**src/rtl/adcrd_pkg.sv**
```systemverilog
package adcrd_pkg;

  localparam int FRAME_BITS = 24;
  localparam int CFG_BITS   = 6;
  localparam int DATA_BITS  = FRAME_BITS - 3;
  localparam int CNT_BITS   = $clog2(FRAME_BITS + 1);

  typedef enum logic [2:0] {
    ST_IDLE,
    ST_POLL,
    ST_LOW,
    ST_HIGH,
    ST_END
  } ctrlState_t;

  typedef struct packed {
    logic loadTx;
    logic shiftTx;
    logic sampleRx;
    logic publish;
  } adcrdStrobe_t;

endpackage

```
**src/rtl/adcrd_ctrl.sv**
```systemverilog
module adcrd_ctrl
  import adcrd_pkg::*;
#(
  parameter int DIV_W  = 8,
  parameter int POLL_W = 16
) (
  input  logic              clk,
  input  logic              rstN,
  input  logic              startValid,
  output logic              startReady,
  input  logic [DIV_W-1:0]  halfDiv,
  input  logic [POLL_W-1:0] pollLimit,
  input  logic              sdo,
  input  logic              resValid,
  output logic              csN,
  output logic              sck,
  output logic              errTimeout,
  output adcrdStrobe_t      strobe
);

  localparam logic [CNT_BITS-1:0] LAST_FALL = CNT_BITS'(FRAME_BITS - 1);

  ctrlState_t        state;
  logic [DIV_W-1:0]  divCnt;
  logic [DIV_W-1:0]  effDiv;
  logic [POLL_W-1:0] pollCnt;
  logic [POLL_W-1:0] effLimit;
  logic [CNT_BITS-1:0] bitCnt;
  logic              phaseEnd;

  assign effDiv   = (halfDiv == '0) ? DIV_W'(1) : halfDiv;
  assign effLimit = (pollLimit == '0) ? POLL_W'(1) : pollLimit;
  assign phaseEnd = (divCnt == effDiv);

  assign startReady = (state == ST_IDLE) && !resValid;

  always_comb begin
    strobe          = '0;
    strobe.loadTx   = startValid && startReady;
    strobe.sampleRx = (state == ST_LOW) && phaseEnd;
    strobe.shiftTx  = (state == ST_HIGH) && phaseEnd;
    strobe.publish  = (state == ST_END);
  end

  always_ff @(posedge clk) begin
    if (!rstN) begin
      state      <= ST_IDLE;
      csN        <= 1'b1;
      sck        <= 1'b0;
      divCnt     <= '0;
      pollCnt    <= '0;
      bitCnt     <= '0;
      errTimeout <= 1'b0;
    end else begin
      errTimeout <= 1'b0;
      unique case (state)
        ST_IDLE: begin
          if (startValid && startReady) begin
            state   <= ST_POLL;
            csN     <= 1'b0;
            pollCnt <= '0;
            bitCnt  <= '0;
          end
        end
        ST_POLL: begin
          if (!sdo) begin
            state  <= ST_LOW;
            divCnt <= DIV_W'(1);
          end else if (pollCnt + 1'b1 == effLimit) begin
            state      <= ST_IDLE;
            csN        <= 1'b1;
            errTimeout <= 1'b1;
          end else begin
            pollCnt <= pollCnt + 1'b1;
          end
        end
        ST_LOW: begin
          if (phaseEnd) begin
            state  <= ST_HIGH;
            sck    <= 1'b1;
            divCnt <= DIV_W'(1);
          end else begin
            divCnt <= divCnt + 1'b1;
          end
        end
        ST_HIGH: begin
          if (phaseEnd) begin
            sck    <= 1'b0;
            divCnt <= DIV_W'(1);
            bitCnt <= bitCnt + 1'b1;
            state  <= (bitCnt == LAST_FALL) ? ST_END : ST_LOW;
          end else begin
            divCnt <= divCnt + 1'b1;
          end
        end
        ST_END: begin
          state <= ST_IDLE;
          csN   <= 1'b1;
        end
        default: state <= ST_IDLE;
      endcase
    end
  end

  // Checker state: length of the current sck high run
  logic [DIV_W:0] highLen;
  always_ff @(posedge clk) begin
    if (!rstN)    highLen <= '0;
    else if (sck) highLen <= highLen + 1'b1;
    else          highLen <= '0;
  end

  assert_cs_fall_sck_low_R2: assert property (@(posedge clk) disable iff (!rstN)
    $fell(csN) |-> !sck);

  assert_sck_within_cs_R2: assert property (@(posedge clk) disable iff (!rstN)
    sck |-> !csN);

  assert_no_clock_while_polling_R3: assert property (@(posedge clk) disable iff (!rstN)
    (state == ST_POLL) |-> !sck);

  assert_high_phase_len_R4: assert property (@(posedge clk) disable iff (!rstN)
    $fell(sck) |-> (highLen == {1'b0, effDiv}));

  assert_full_frame_R5: assert property (@(posedge clk) disable iff (!rstN)
    ($rose(csN) && !errTimeout) |-> (bitCnt == CNT_BITS'(FRAME_BITS)));

  assert_timeout_release_R3: assert property (@(posedge clk) disable iff (!rstN)
    errTimeout |-> (csN && !sck && !resValid));

endmodule

```
**src/rtl/adcrd_datapath.sv**
```systemverilog
module adcrd_datapath
  import adcrd_pkg::*;
(
  input  logic                clk,
  input  logic                rstN,
  input  adcrdStrobe_t        strobe,
  input  logic [CFG_BITS-1:0] startCfg,
  input  logic                sdo,
  input  logic                resReady,
  output logic                sdi,
  output logic                resValid,
  output logic [DATA_BITS-1:0] resData,
  output logic                resSign,
  output logic [CFG_BITS-1:0] resCfg,
  output logic                resFrameErr
);

  localparam int PAD_BITS = FRAME_BITS - CFG_BITS - 2;

  logic [FRAME_BITS-1:0] txReg;
  logic [FRAME_BITS-1:0] rxReg;
  logic [CFG_BITS-1:0]   curCfg;
  logic [CFG_BITS-1:0]   prevCfg;

  assign sdi = txReg[FRAME_BITS-1];

  always_ff @(posedge clk) begin
    if (!rstN) begin
      txReg  <= '0;
      rxReg  <= '0;
      curCfg <= '0;
    end else begin
      if (strobe.loadTx) begin
        txReg  <= {2'b10, startCfg, {PAD_BITS{1'b0}}};
        curCfg <= startCfg;
      end else if (strobe.shiftTx) begin
        txReg <= {txReg[FRAME_BITS-2:0], 1'b0};
      end
      if (strobe.sampleRx) rxReg <= {rxReg[FRAME_BITS-2:0], sdo};
    end
  end

  always_ff @(posedge clk) begin
    if (!rstN) begin
      resValid    <= 1'b0;
      resData     <= '0;
      resSign     <= 1'b0;
      resCfg      <= '0;
      resFrameErr <= 1'b0;
      prevCfg     <= '0;
    end else if (strobe.publish) begin
      resValid    <= 1'b1;
      resData     <= rxReg[DATA_BITS-1:0];
      resSign     <= rxReg[DATA_BITS];
      resFrameErr <= rxReg[FRAME_BITS-1] | rxReg[FRAME_BITS-2];
      resCfg      <= prevCfg;
      prevCfg     <= curCfg;
    end else if (resValid && resReady) begin
      resValid <= 1'b0;
    end
  end

  assert_result_hold_R10: assert property (@(posedge clk) disable iff (!rstN)
    (resValid && !resReady) |=> (resValid && $stable(resData) && $stable(resCfg)));

  assert_publish_idle_line_R9: assert property (@(posedge clk) disable iff (!rstN)
    strobe.publish |-> !sdi);

endmodule

```
**src/rtl/adc_readout_host.sv**
```systemverilog
module adc_readout_host
  import adcrd_pkg::*;
#(
  parameter int DIV_W  = 8,
  parameter int POLL_W = 16
) (
  input  logic                 clk,
  input  logic                 rstN,
  input  logic                 startValid,
  output logic                 startReady,
  input  logic [CFG_BITS-1:0]  startCfg,
  input  logic [DIV_W-1:0]     halfDiv,
  input  logic [POLL_W-1:0]    pollLimit,
  output logic                 csN,
  output logic                 sck,
  output logic                 sdi,
  input  logic                 sdo,
  output logic                 resValid,
  input  logic                 resReady,
  output logic [DATA_BITS-1:0] resData,
  output logic                 resSign,
  output logic [CFG_BITS-1:0]  resCfg,
  output logic                 resFrameErr,
  output logic                 errTimeout
);

  adcrdStrobe_t strobe;

  adcrd_ctrl #(.DIV_W(DIV_W), .POLL_W(POLL_W)) u_ctrl (
    .clk        (clk),
    .rstN       (rstN),
    .startValid (startValid),
    .startReady (startReady),
    .halfDiv    (halfDiv),
    .pollLimit  (pollLimit),
    .sdo        (sdo),
    .resValid   (resValid),
    .csN        (csN),
    .sck        (sck),
    .errTimeout (errTimeout),
    .strobe     (strobe)
  );

  adcrd_datapath u_dp (
    .clk         (clk),
    .rstN        (rstN),
    .strobe      (strobe),
    .startCfg    (startCfg),
    .sdo         (sdo),
    .resReady    (resReady),
    .sdi         (sdi),
    .resValid    (resValid),
    .resData     (resData),
    .resSign     (resSign),
    .resCfg      (resCfg),
    .resFrameErr (resFrameErr)
  );

endmodule

```
**config.mk**
```make
export PLATFORM = sky130hd
export DESIGN_NAME = adc_readout_host
export DESIGN_NICKNAME = d
export VERILOG_FILES = /design/src/rtl/adcrd_pkg.sv /design/src/rtl/adcrd_ctrl.sv /design/src/rtl/adcrd_datapath.sv /design/src/rtl/adc_readout_host.sv
export SDC_FILE = /design/constraint.sdc
export NUM_CORES = 1
export LEC_CHECK = 0
export BUFFER_PORTS_ARGS = -buffer_cell sky130_fd_sc_hd__buf_2
export CAP_MARGIN = 20
export CORE_MARGIN = 2
export CORE_UTILIZATION = 52
export CTS_CLUSTER_SIZE = 28
export DETAILED_ROUTE_END_ITERATION = 16
export GPL_ROUTABILITY_DRIVEN = 0
export PLACE_DENSITY = 0.81
export SYNTH_ARGS = -nofsm -noshare
export SYNTH_HDL_FRONTEND = slang
export SYNTH_SLANG_ARGS = --single-unit
```
**constraint.sdc**
```tcl
create_clock -name clk -period 2.5 [get_ports clk]
set_clock_uncertainty 0.15 [all_clocks]
set_input_delay 0.5 -clock clk [delete_from_list [all_inputs] [get_ports clk]]
set_output_delay 0.5 -clock clk [all_outputs]
set_load 0.005 [all_outputs]
```
==> out/qor.csv <==
stage;metric;value;unit
yosys;Post-Synth Adder-Cell Area;0.7301;%
critical_path;Worst Path Required;2.61;ns
drt;vias;4754;
timing;worst slew pin tran;0.5808;ns
yosys;simple-gate share of the synthesized area;26.77;%
global_routing;vias in the first global route;4369;
drt;final antenna-violating net count;0;
yosys;Ys Warns;0;
drt;# DRC;0;
status;outcome;finished, final reports clean;
global_routing;gr ovfl total;0;
critical_path;Setup CP Type;reg2reg;
cells_and_area;fillers;795;
timing;final hold violations;0;
global_routing;first-pass GRT wire length;19620;um
yosys;Gate Count Post-Synth;618;
cells_and_area;Final Util;65.03;%
floorplan;full die area;10700;um2
yosys;largest family of logic cells by synthesized area;simple AND/OR/NAND/NOR gates;
drt;WL/cell;14.77;um
clock_network;CTS tree;yes;
yosys;Compound-Gate Fraction of Synth Area;13.97;%
drt;final WL;12590;um
cells_and_area;# diodes;0;
clock_network;H-tree levels;3;
cells_and_area;layout cell share with drive strength beyond 1;26.98;%
critical_path;CP endpoint;u_ctrl.pollCnt[5];
drt;via-per-instance ratio;5.580;
placed_design;Cells after DPL;830;
timing;slew margin rel.;60.92;%
drt;TritonRoute pass-1 iters;5;
timing;final setup fails;0;
floorplan;Die Wd;103.4;um
floorplan;# rows;36;
placed_design;IO buf count;69;
timing;fin crit period;2.468;ns
clock_network;clock sink total;109;
timing;Min Hold Slack;0.2165;ns
placed_design;post-detail-place hpwl;9001;um
global_routing;antenna violations before repair;0;
cells_and_area;synth-to-layout area growth;22.49;%
yosys;top-count cell post-synth;nand2_1;
yosys;number of synthesized flops with an enable pin;0;
yosys;Async SR Flop Fraction;0;%
critical_path;RR Endpoint;u_ctrl.pollCnt[5];
clock_network;clock-pin slew on the worst setup and hold paths;0.12;ns
yosys;register area share after synthesis;42.44;%
global_routing;largest net degree at the start of global routing;37;
yosys;mapped cell area;5141;um2
critical_path;Crit path arrival time;2.57;ns
yosys;Avg Inst Size Synth;8.319;um2
yosys;post-synthesis mux area share;5.086;%
power_and_ir_drop;reported net switching power;894.8;uW
critical_path;crit path from;u_ctrl.pollCnt[10];
critical_path;flop-to-flop setup slack;0.03;ns
floorplan;Initial Util;53.09;%
clock_network;CTS root buf;clkbuf_8;
power_and_ir_drop;sequential power share;55.8;%
yosys;post-synth cell types;61;
cells_and_area;fin cells;852;
timing;Final period util;98.71;%
power_and_ir_drop;Int Power;2360;uW
drt;1st-iter DRT viols;314;
clock_network;worst skew pair latency;0.37;ns
timing;Pins Over Slew Limit;0;
yosys;Commonest cells post-synth;nand2_1, dfxtp_1, nor2_1;
yosys;ys flop type;dfxtp_1;
hold_path;Hold Crit Class;in2reg;
timing;RSZ-0062 raised after global routing;yes;
global_routing;global router's overall resource usage;22.99;%
cells_and_area;NumNets Final;752;
clock_network;clock buffer depth;2;
critical_path;CP max FO;5;
yosys;Synth area leaders;dfxtp_1, nand2_1, a21oi_1, mux2i_1, nor2_1;
clock_network;# hold bufs at CTS;0;
critical_path;FF-to-FF path depth;9;
floorplan;Placeable Area;9684;um2
clock_network;CTS buffer count;9;
power_and_ir_drop;switching part of the total;27.49;%
critical_path;Worst R2R Start;u_ctrl.pollCnt[10];
job;Max-Cap Viols;0;
yosys;Synth Area in XOR/XNOR;6.425;%
timing;FMAX;0.4052;GHz
critical_path;Setup crit start kind;flip-flop;
power_and_ir_drop;Clock power frac;31.9;%
floorplan;I/O pin count;70;
yosys;Mapped Nets;656;
yosys;Synth top area share;42.44;%
power_and_ir_drop;pwr dens;516.8;nW/um2
yosys;Yosys top cell by area;dfxtp_1;
floorplan;die height;103.4;um
critical_path;CP endpoint kind;flip-flop;
yosys;register bit total from synthesis;109;
power_and_ir_drop;logic gate share of total power;12.3;%
power_and_ir_drop;Peak VDD IR;0.0003838;V
power_and_ir_drop;Pleak;0.002375;uW
==> worst min path at each step <==
stage	startpoint	end	slack [ns]	cells after the start
after global placement	u_dp.prevCfg[3]	u_dp.resCfg[3]	0.29	2
after global routing	startCfg[1]	u_dp.curCfg[1]	0.22	3
after CTS	startCfg[2]	u_dp.curCfg[2]	0.21	3
after detailed placement	u_dp.resData[14]	u_dp.resData[14]	0.29	2
after floorplan	u_dp.curCfg[0]	u_dp.prevCfg[0]	0.28	2
final	startCfg[2]	u_dp.curCfg[2]	0.22	3
==> layout by cell type (no fill, tap or decap), drive strengths merged, types with 9 or more instances in the layout <==
master / Yosys / final
nand2: 127 / 127
o21ai: 14 / 14
inv: 6 / 10
a32oi: 9 / 9
and3: 9 / 9
nand3: 24 / 24
mux2i: 25 / 25
clkbuf: 32 / 10
nor2: 53 / 53
a21oi: 51 / 51
nand4: 14 / 14
nor3: 15 / 15
xnor2: 21 / 21
buf: 14 / 131
xor2: 14 / 14
dfxtp: 109 / 109
==> power by group through the flow <==
stage / Clock, uW / Sequential [uW] / Combinational, uW
finish: 1040 / 1810 / 401
global route: 1110 / 1820 / 446
CTS: 1060 / 1820 / 391
detailed placement: 0 / 1850 / 384
global placement: 0 / 1850 / 373
floorplan: 0 / 1830 / 261
==> critical path, stage by stage, from the launching register on <==
cell      delay (ns)
dfxtp_2         0.37
nand4_1         0.16
buf_4           0.18
or4_4           0.52
nand2_2         0.09
and4bb_1        0.25
nand4b_4        0.15
buf_4           0.19
a32oi_2         0.20
o21ai_2         0.08
==> what timing repair did <==
item                       in CTS  in global routing
setup endpoints to repair      18                 18
setup buffers                   1                  5
pin swaps                       1                 13
resized for setup              14                 24
==> cell type report <==
type	instances	area [um2]	area share, %
timing repair buffer	131	847.1	13.45
multi-input combinational	457	2860	45.42
clock inverter	6	62.56	0.9934
clock buffer	10	137.6	2.186
sequential	109	2201	34.95
tap	133	166.4	2.643
inverter	6	22.52	0.3576
==> logic make-up (layout without fill, tap and decap cells) <==
family	Yosys count	in the layout
flip-flops	109	109
AND/OR/NAND/NOR	282	282
multiplexers	26	26
buffers and inverters	52	153
adder cells (fa/ha/maj)	3	3
AO/OA/AOI/OAI	110	110
XOR/XNOR	36	36
==> flip-flops by register name, summed over array words and instances (netlist names) <==
signal / cells
u_ctrl.errTimeout: 1
u_dp.resFrameErr: 1
u_dp.txReg: 8
u_dp.resValid: 1
u_ctrl.divCnt: 8
u_dp.resData: 21
u_ctrl.state: 3
u_dp.rxReg: 24
u_ctrl.bitCnt: 5
u_ctrl.csN: 1
u_dp.resCfg: 6
u_dp.resSign: 1
u_dp.prevCfg: 6
u_dp.curCfg: 6
u_ctrl.pollCnt: 16
u_ctrl.sck: 1
==> per-layer routing <==
| metal | global-route usage (%) | vias to the layer above | part of all wire, % |
|---|---|---|---|
| met5 | 0 | - | 0 |
| met4 | 9.413 | 0 | 2.1 |
| met3 | 3.427 | 28 | 4.9 |
| met2 | 40.05 | 153 | 50 |
| met1 | 28.44 | 2224 | 43 |
| li1 | - | 2349 | - |
==> through the flow <==
stage | area (um2) | setup WS, ns | TNS, ns | power [uW]
after floorplan | 5157 | 0.04797 | 0 | 2092
after global placement | 5894 | -0.1306 | -1.643 | 2223
after detailed placement | 5894 | -0.2515 | -3.085 | 2237
after CTS | 6163 | 0.005394 | 0 | 3263
after global routing | 6297 | -0.06258 | -0.4439 | 3382
final | 6297 | 0.03217 | 0 | 3255
Power figures use the tool's default switching activity.
